==> src/rtl/spi_pg_pkg.sv <==
package spi_pg_pkg;

    localparam int FRAME_BYTES   = 10;
    localparam int PAYLOAD_BYTES = 8;

    localparam logic [7:0] CMD_READ    = 8'h60;
    localparam logic [7:0] CMD_WRITE   = 8'h61;
    localparam logic [7:0] OFS_STATUS  = 8'hFE;
    localparam logic [7:0] OFS_PAGESEL = 8'hFF;
    localparam logic [7:0] OFS_WINDOW  = 8'hF0;
    localparam int         BUSY_BIT    = 7;
    localparam int         ACK_BIT     = 5;

    typedef logic [8*FRAME_BYTES-1:0]   frame_t;
    typedef logic [8*PAYLOAD_BYTES-1:0] payload_t;

    typedef struct packed {
        logic [3:0] nbytes;
        frame_t     tx;
    } xfer_req_t;

    typedef struct packed {
        logic       is_write;
        logic [7:0] page;
        logic [7:0] offset;
        logic [3:0] len;
        payload_t   wdata;
    } op_t;

    typedef enum logic [3:0] {
        SQ_IDLE,
        SQ_IDLE_POLL,
        SQ_IDLE_WAIT,
        SQ_PAGE,
        SQ_WRITE,
        SQ_TRIGGER,
        SQ_ACK_POLL,
        SQ_ACK_WAIT,
        SQ_FETCH
    } seq_state_t;

    typedef enum logic [1:0] {
        EN_IDLE,
        EN_SHIFT,
        EN_TAIL,
        EN_GAP
    } eng_state_t;

    function automatic logic [3:0] legal_len(input logic [3:0] n);
        if (n == 4'd0)
            return 4'd1;
        else if (n > 4'd8)
            return 4'd8;
        else
            return n;
    endfunction

    function automatic payload_t keep_low_bytes(input payload_t d, input logic [3:0] n);
        payload_t r;
        r = d;
        for (int i = 0; i < PAYLOAD_BYTES; i++) begin
            if (i >= int'(n))
                r[8*i +: 8] = 8'h00;
        end
        return r;
    endfunction

endpackage

==> src/rtl/ms_tick_gen.sv <==
module ms_tick_gen #(
    parameter int TICK_CYCLES = 50000
) (
    input  logic clk,
    input  logic rst,
    input  logic run,
    output logic tick
);
    localparam int CW = $clog2(TICK_CYCLES + 1);
    localparam logic [CW-1:0] LAST = CW'(TICK_CYCLES - 1);

    logic [CW-1:0] cnt;

    always_ff @(posedge clk) begin
        if (rst || !run)
            cnt <= '0;
        else if (cnt == LAST)
            cnt <= '0;
        else
            cnt <= cnt + 1'b1;
    end

    assign tick = run && (cnt == LAST);

endmodule

==> src/rtl/spi_frame_engine.sv <==
module spi_frame_engine
    import spi_pg_pkg::*;
#(
    parameter int HALF_DIV = 4
) (
    input  logic      clk,
    input  logic      rst,
    input  logic      start,
    input  xfer_req_t req,
    input  logic      miso,
    output logic      sck,
    output logic      cs_n,
    output logic      mosi,
    output payload_t  rx_payload,
    output logic      done
);
    localparam int DW = $clog2(HALF_DIV + 1);
    localparam logic [DW-1:0] DLAST = DW'(HALF_DIV - 1);

    eng_state_t    st;
    frame_t        tx_q;
    logic [3:0]    n_q;
    logic [3:0]    byte_idx;
    logic [2:0]    bit_idx;
    logic [DW-1:0] div;
    logic          half_end;
    logic [6:0]    pos;
    logic [5:0]    pl_pos;

    assign half_end = (div == DLAST);
    assign pos      = {byte_idx, ~bit_idx};
    assign pl_pos   = 6'(pos - 7'd16);
    assign mosi     = (st == EN_SHIFT) ? tx_q[pos] : 1'b0;

    always_ff @(posedge clk) begin
        if (rst) begin
            st         <= EN_IDLE;
            tx_q       <= '0;
            n_q        <= '0;
            byte_idx   <= '0;
            bit_idx    <= '0;
            div        <= '0;
            sck        <= 1'b0;
            cs_n       <= 1'b1;
            rx_payload <= '0;
            done       <= 1'b0;
        end else begin
            done <= 1'b0;
            case (st)
                EN_IDLE: begin
                    if (start) begin
                        tx_q       <= req.tx;
                        n_q        <= req.nbytes;
                        byte_idx   <= '0;
                        bit_idx    <= '0;
                        div        <= '0;
                        sck        <= 1'b0;
                        cs_n       <= 1'b0;
                        rx_payload <= '0;
                        st         <= EN_SHIFT;
                    end
                end
                EN_SHIFT: begin
                    if (half_end) begin
                        div <= '0;
                        if (!sck) begin
                            sck <= 1'b1;
                            if (byte_idx >= 4'd2)
                                rx_payload[pl_pos] <= miso;
                        end else begin
                            sck <= 1'b0;
                            if (bit_idx == 3'd7) begin
                                bit_idx <= '0;
                                if (byte_idx == n_q - 4'd1)
                                    st <= EN_TAIL;
                                else
                                    byte_idx <= byte_idx + 4'd1;
                            end else begin
                                bit_idx <= bit_idx + 3'd1;
                            end
                        end
                    end else begin
                        div <= div + 1'b1;
                    end
                end
                EN_TAIL: begin
                    if (half_end) begin
                        div  <= '0;
                        cs_n <= 1'b1;
                        st   <= EN_GAP;
                    end else begin
                        div <= div + 1'b1;
                    end
                end
                default: begin
                    if (half_end) begin
                        div  <= '0;
                        done <= 1'b1;
                        st   <= EN_IDLE;
                    end else begin
                        div <= div + 1'b1;
                    end
                end
            endcase
        end
    end

endmodule

==> src/rtl/paged_access_ctrl.sv <==
module paged_access_ctrl
    import spi_pg_pkg::*;
#(
    parameter int MAX_TRIES = 10
) (
    input  logic       clk,
    input  logic       rst,
    input  logic       start,
    input  op_t        op_in,
    input  payload_t   eng_rx,
    input  logic       eng_done,
    input  logic       tick,
    output logic       tick_run,
    output logic       eng_start,
    output xfer_req_t  eng_req,
    output payload_t   rd_data,
    output logic       done,
    output logic       error
);
    localparam int TW = $clog2(MAX_TRIES + 1);
    localparam logic [TW-1:0] TRY_LAST = TW'(MAX_TRIES - 1);

    seq_state_t    st;
    op_t           op_q;
    logic          issued;
    logic [TW-1:0] tries;
    xfer_req_t     req_next;
    logic [7:0]    stat_byte;
    logic          xfer_state;

    assign stat_byte = eng_rx[7:0];
    assign tick_run  = (st == SQ_IDLE_WAIT) || (st == SQ_ACK_WAIT);
    assign xfer_state = (st == SQ_IDLE_POLL) || (st == SQ_PAGE) || (st == SQ_WRITE) ||
                        (st == SQ_TRIGGER) || (st == SQ_ACK_POLL) || (st == SQ_FETCH);

    always_comb begin
        req_next = '0;
        case (st)
            SQ_IDLE_POLL, SQ_ACK_POLL: begin
                req_next.nbytes = 4'd3;
                req_next.tx     = {64'h0, OFS_STATUS, CMD_READ};
            end
            SQ_PAGE: begin
                req_next.nbytes = 4'd3;
                req_next.tx     = {56'h0, op_q.page, OFS_PAGESEL, CMD_WRITE};
            end
            SQ_WRITE: begin
                req_next.nbytes = op_q.len + 4'd2;
                req_next.tx     = {op_q.wdata, op_q.offset, CMD_WRITE};
            end
            SQ_TRIGGER: begin
                req_next.nbytes = 4'd3;
                req_next.tx     = {64'h0, op_q.offset, CMD_READ};
            end
            SQ_FETCH: begin
                req_next.nbytes = op_q.len + 4'd2;
                req_next.tx     = {64'h0, OFS_WINDOW, CMD_READ};
            end
            default: req_next = '0;
        endcase
    end

    always_ff @(posedge clk) begin
        if (rst) begin
            st        <= SQ_IDLE;
            op_q      <= '0;
            issued    <= 1'b0;
            tries     <= '0;
            eng_start <= 1'b0;
            eng_req   <= '0;
            rd_data   <= '0;
            done      <= 1'b0;
            error     <= 1'b0;
        end else begin
            eng_start <= 1'b0;
            done      <= 1'b0;
            error     <= 1'b0;

            if (xfer_state && !issued) begin
                eng_start <= 1'b1;
                eng_req   <= req_next;
                issued    <= 1'b1;
            end

            case (st)
                SQ_IDLE: begin
                    if (start) begin
                        op_q     <= op_in;
                        op_q.len <= legal_len(op_in.len);
                        tries    <= '0;
                        issued   <= 1'b0;
                        st       <= SQ_IDLE_POLL;
                    end
                end
                SQ_IDLE_POLL: begin
                    if (issued && eng_done) begin
                        issued <= 1'b0;
                        if (!stat_byte[BUSY_BIT]) begin
                            tries <= '0;
                            st    <= SQ_PAGE;
                        end else if (tries == TRY_LAST) begin
                            rd_data <= '0;
                            done    <= 1'b1;
                            error   <= 1'b1;
                            st      <= SQ_IDLE;
                        end else begin
                            tries <= tries + 1'b1;
                            st    <= SQ_IDLE_WAIT;
                        end
                    end
                end
                SQ_IDLE_WAIT: begin
                    if (tick)
                        st <= SQ_IDLE_POLL;
                end
                SQ_PAGE: begin
                    if (issued && eng_done) begin
                        issued <= 1'b0;
                        st     <= op_q.is_write ? SQ_WRITE : SQ_TRIGGER;
                    end
                end
                SQ_WRITE: begin
                    if (issued && eng_done) begin
                        issued  <= 1'b0;
                        rd_data <= '0;
                        done    <= 1'b1;
                        st      <= SQ_IDLE;
                    end
                end
                SQ_TRIGGER: begin
                    if (issued && eng_done) begin
                        issued <= 1'b0;
                        tries  <= '0;
                        st     <= SQ_ACK_POLL;
                    end
                end
                SQ_ACK_POLL: begin
                    if (issued && eng_done) begin
                        issued <= 1'b0;
                        if (stat_byte[ACK_BIT]) begin
                            st <= SQ_FETCH;
                        end else if (tries == TRY_LAST) begin
                            rd_data <= '0;
                            done    <= 1'b1;
                            error   <= 1'b1;
                            st      <= SQ_IDLE;
                        end else begin
                            tries <= tries + 1'b1;
                            st    <= SQ_ACK_WAIT;
                        end
                    end
                end
                SQ_ACK_WAIT: begin
                    if (tick)
                        st <= SQ_ACK_POLL;
                end
                SQ_FETCH: begin
                    if (issued && eng_done) begin
                        issued  <= 1'b0;
                        rd_data <= keep_low_bytes(eng_rx, op_q.len);
                        done    <= 1'b1;
                        st      <= SQ_IDLE;
                    end
                end
                default: st <= SQ_IDLE;
            endcase
        end
    end

endmodule

==> src/rtl/paged_reg_sequencer.sv <==
module paged_reg_sequencer
    import spi_pg_pkg::*;
#(
    parameter int HALF_DIV    = 4,
    parameter int TICK_CYCLES = 50000,
    parameter int MAX_TRIES   = 10
) (
    input  logic        clk,
    input  logic        rst,
    input  logic        start,
    input  logic        write_en,
    input  logic [7:0]  page,
    input  logic [7:0]  reg_addr,
    input  logic [3:0]  byte_len,
    input  logic [63:0] wr_data,
    output logic [63:0] rd_data,
    output logic        done,
    output logic        error,
    output logic        spi_sck,
    output logic        spi_cs_n,
    output logic        spi_mosi,
    input  logic        spi_miso
);
    op_t       op_in;
    xfer_req_t eng_req;
    payload_t  eng_rx;
    logic      eng_start;
    logic      eng_done;
    logic      tick;
    logic      tick_run;

    assign op_in.is_write = write_en;
    assign op_in.page     = page;
    assign op_in.offset   = reg_addr;
    assign op_in.len      = byte_len;
    assign op_in.wdata    = wr_data;

    ms_tick_gen #(
        .TICK_CYCLES(TICK_CYCLES)
    ) u_tick (
        .clk  (clk),
        .rst  (rst),
        .run  (tick_run),
        .tick (tick)
    );

    paged_access_ctrl #(
        .MAX_TRIES(MAX_TRIES)
    ) u_ctrl (
        .clk       (clk),
        .rst       (rst),
        .start     (start),
        .op_in     (op_in),
        .eng_rx    (eng_rx),
        .eng_done  (eng_done),
        .tick      (tick),
        .tick_run  (tick_run),
        .eng_start (eng_start),
        .eng_req   (eng_req),
        .rd_data   (rd_data),
        .done      (done),
        .error     (error)
    );

    spi_frame_engine #(
        .HALF_DIV(HALF_DIV)
    ) u_eng (
        .clk        (clk),
        .rst        (rst),
        .start      (eng_start),
        .req        (eng_req),
        .miso       (spi_miso),
        .sck        (spi_sck),
        .cs_n       (spi_cs_n),
        .mosi       (spi_mosi),
        .rx_payload (eng_rx),
        .done       (eng_done)
    );

endmodule

==> config.mk <==
export PLATFORM = sky130hd
export DESIGN_NAME = paged_reg_sequencer
export DESIGN_NICKNAME = d
export VERILOG_FILES = /design/src/rtl/spi_pg_pkg.sv /design/src/rtl/ms_tick_gen.sv /design/src/rtl/spi_frame_engine.sv /design/src/rtl/paged_access_ctrl.sv /design/src/rtl/paged_reg_sequencer.sv
export SDC_FILE = /design/constraint.sdc
export NUM_CORES = 1
export LEC_CHECK = 0
export ABC_AREA = 0
export BUFFER_PORTS_ARGS = -buffer_cell sky130_fd_sc_hd__clkbuf_2
export CAP_MARGIN = 0
export CORE_MARGIN = 3
export CORE_UTILIZATION = 60
export CTS_BUF_LIST = sky130_fd_sc_hd__clkbuf_8
export CTS_CLUSTER_DIAMETER = 120
export DETAILED_ROUTE_END_ITERATION = 16
export PLACE_DENSITY = 0.81
export SLEW_MARGIN = 20
export SYNTH_ARGS = -nofsm -noshare
export SYNTH_HDL_FRONTEND = slang
export SYNTH_HIERARCHICAL = 1
export SYNTH_SLANG_ARGS = --single-unit
==> constraint.sdc <==
create_clock -name clk -period 2.65 [get_ports clk]
set_input_delay 0.265 -clock clk [delete_from_list [all_inputs] [get_ports clk]]
set_output_delay 0.265 -clock clk [all_outputs]
set_load 0.05 [all_outputs]
==> flow_metrics.tcl <==
set metrics [dict create \
    status "finished with violations" \
    violations "negative setup slack" \
    synth_top_family_by_area "compound AO/OA/AOI/OAI gates" \
    hold_viol 0 \
    nNetsFinal 2264 \
    endpoint_kind "primary output" \
    routabilityCongestion 0.889 \
    regToRegStartpoint "u_eng/div[0]" \
    layout_setup_ws_ns -0.173 \
    worst_ep_required_time_ns 2.38 \
    post-route-period-util_pct 107 \
    synth_simple_gate_area_share_pct 18.9 \
    cts-root-buf "clkbuf_8" \
    drive_above_1_share_pct 16.9 \
    rsz0062_at_grt "yes" \
    dr_total_vias 14760 \
    cts_buffer_depth 3 \
    syn_inst 1929 \
    reg2reg_depth 8 \
    ys_seq_area_share_pct 49.8 \
    synthMuxAreaShare_pct 2.20 \
    clk_pin_slew_worst_paths_ns 0.06 \
    clkLatencyLatePin_ns 0.57 \
    min_delay_path_depth 2 \
    grt_pass1_wl_mm 69.8 \
    die_h_um 173 \
    post_synth_xor_area_fraction_pct 1.38 \
    clock_skew_ns 0.0249 \
    hp-class "input port to register" \
    via_per_inst 5.73 \
    synthFlopType "dfxtp_1" \
    num-fill-cells 1935 \
    cellLeakagePower_nw 7.78 \
    final_cell_mix "nand2_1 (427), dfxtp_1 (415), a21oi_1 (201), clkbuf_2 (155), nor2_1 (144)" \
    crit_arrival_ns 2.56 \
    synth-compound-area-share_pct 21.8 \
    wire_per_inst_um 16.7 \
    track_usage_pct 27.4 \
    drv_slew 0 \
    synthAdderAreaFrac_pct 1.12 \
    holdWs_ns 0.149 \
    diodes 0 \
    antenna_found_initial 0 \
    crit_type "register to primary output" \
    slew_headroom_pct 50.3 \
    yosys_warnings 6 \
    grt_pass1_vias 14113 \
    cp_max_fo 9 \
    io_buffers 157 \
    maxCapViolations 0 \
    async_flop_share_pct 0 \
    dieArea_um2 30100 \
    syn_area_per_cell_um2 8.72 \
    antenna_left 0 \
    die-width_um 173 \
    layout_commonest_cell "nand2_1" \
    synth_seq_cells 418 \
    grt_overflow 0 \
    pwr_density_cell_nw_per_um2 783 \
    io_pins 158 \
    start_util_pct 61.7 \
    start_kind "register" \
    hold_start "rst" \
    cts_made_buffers 66 \
    fmax_mhz 354 \
    grt_max_degree 86 \
    tightest_slew_ns 0.745 \
    syn_area_um2 16800 \
    cts_tree "built" \
    synthToLayoutAreaGrowth_pct 20.2 \
    whs_endpoint "u_ctrl/op_q[64]" \
    cts-htree-levels 3 \
    hpwlAfterDp_mm 26.9 \
    clkSinkCount 418 \
    drcViolationCount 0 \
    core_area_um2 27300 \
    ys_types 78 \
    r2r_end "u_eng/rx_payload[1]" \
    setup_viol 1 \
    routed_wl_mm 42.9 \
    peakVddDrop_uv 529 \
    drt_iter0_drc 1304 \
    dr.pass1.iters 6 \
    postLayoutCoreUtil_pct 74.1 \
    synth_edf_count 0 \
    r2r_setup_slack_ns 0.29 \
    min_period_ns 2.82 \
    num_rows 60 \
]
[cells by family (layout without fill, tap and decap cells)]
| group | count (synthesis) | after routing |
|---|---|---|
| other | 1 | 5 |
| buffers and inverters | 176 | 445 |
| adder cells (fa/ha/maj) | 15 | 15 |
| multiplexers | 31 | 31 |
| AO/OA/AOI/OAI | 555 | 555 |
| XOR/XNOR | 25 | 25 |
| flip-flops | 418 | 418 |
| AND/OR/NAND/NOR | 708 | 708 |
[where the power goes]
group          internal (mW)  leakage (nW)  total [mW]  switching, mW
combinational           1.17          3.68        3.48           2.31
sequential              6.79          3.39        7.17          0.382
clock                   2.76         0.716        5.17           2.41
[Yosys cell counts (all sizes together), types with 20 or more instances]
master,number,area (um^2)
nand3,21,105
nand2,428,1610
a22o,120,1050
nor3,20,136
a211oi,29,245
mux2i,20,200
buf,61,378
dfxtp,418,8370
nor2,153,704
clkbuf,90,338
o21ai,81,405
a22oi,77,578
inv,25,93.8
a21oi,206,1040
[critical path: stages (launching register included)]
cell and delay [ns]:
dfxtp_1 0.59, inv_1 0.15, or3_1 0.41, a31oi_1 0.23
a21oi_2 0.08, nand4b_1 0.10, o41a_1 0.24, buf_8 0.18
[registers in the layout, summed over array words and instances, names as in the netlist, 2 cells and up]
signal	flops
u_ctrl/eng_req	78
u_ctrl/op_q	85
u_ctrl/rd_data	64
u_ctrl/st	4
u_ctrl/tries	4
u_eng/bit_idx	3
u_eng/byte_idx	4
u_eng/div	3
u_eng/n_q	4
u_eng/rx_payload	64
u_eng/st	2
u_eng/tx_q	80
u_tick/cnt	16
[routing by layer]
metal | global-route usage, % | share of wire, % | up-vias
met3 | 4.40 | 6.2 | 115
li1 | - | - | 7190
met4 | 11.6 | 3.2 | 0
met2 | 46.4 | 49 | 574
met1 | 34.9 | 42 | 6881
met5 | 0 | 0 | -
[worst max-delay path by stage]
stage,startpoint,endpoint,slack (ns),depth (start not counted)
6_report,u_eng/byte_idx[1],spi_mosi,-0.17,7
2_1_floorplan,u_eng/bit_idx[1],spi_mosi,0.30,8
3_3_place_gp,u_eng/bit_idx[1],spi_mosi,0.11,7
5_1_grt,u_eng/bit_idx[1],spi_mosi,-0.25,8
4_1_cts,u_eng/bit_idx[1],spi_mosi,-0.18,8
3_5_place_dp,u_eng/bit_idx[1],spi_mosi,0.02,8
[per-stage QoR]
stage	TNS (ns)	setup slack [ns]	area (um^2)	instances	power, mW
2_1_floorplan	0	0.296	16800	1933	9.75
3_3_place_gp	0	0.108	18000	2369	10.5
3_5_place_dp	0	0.0228	18000	2369	10.6
4_1_cts	-0.178	-0.178	20200	2574	15.8
5_1_grt	-0.251	-0.251	20200	2574	16.7
6_report	-0.173	-0.173	20200	2574	15.8
[area by class of cell]
class	instances	area, um^2	share of cell area (%)
inverter	25	93.8	0.464
clock buffer	81	1110	5.52
timing repair buffer	310	2280	11.3
sequential	418	8380	41.5
tap	372	465	2.30
clock inverter	29	141	0.700
multi-input combinational	1339	7730	38.3
[timing repair]
item	4_1_cts	5_1_grt
pin swaps	8	1
setup buffers	11	0
resized for setup	18	4
hold buffers	84	0
hold endpoints to repair	84	0
setup endpoints to repair	1	1
Power figures use the tool's default switching activity.
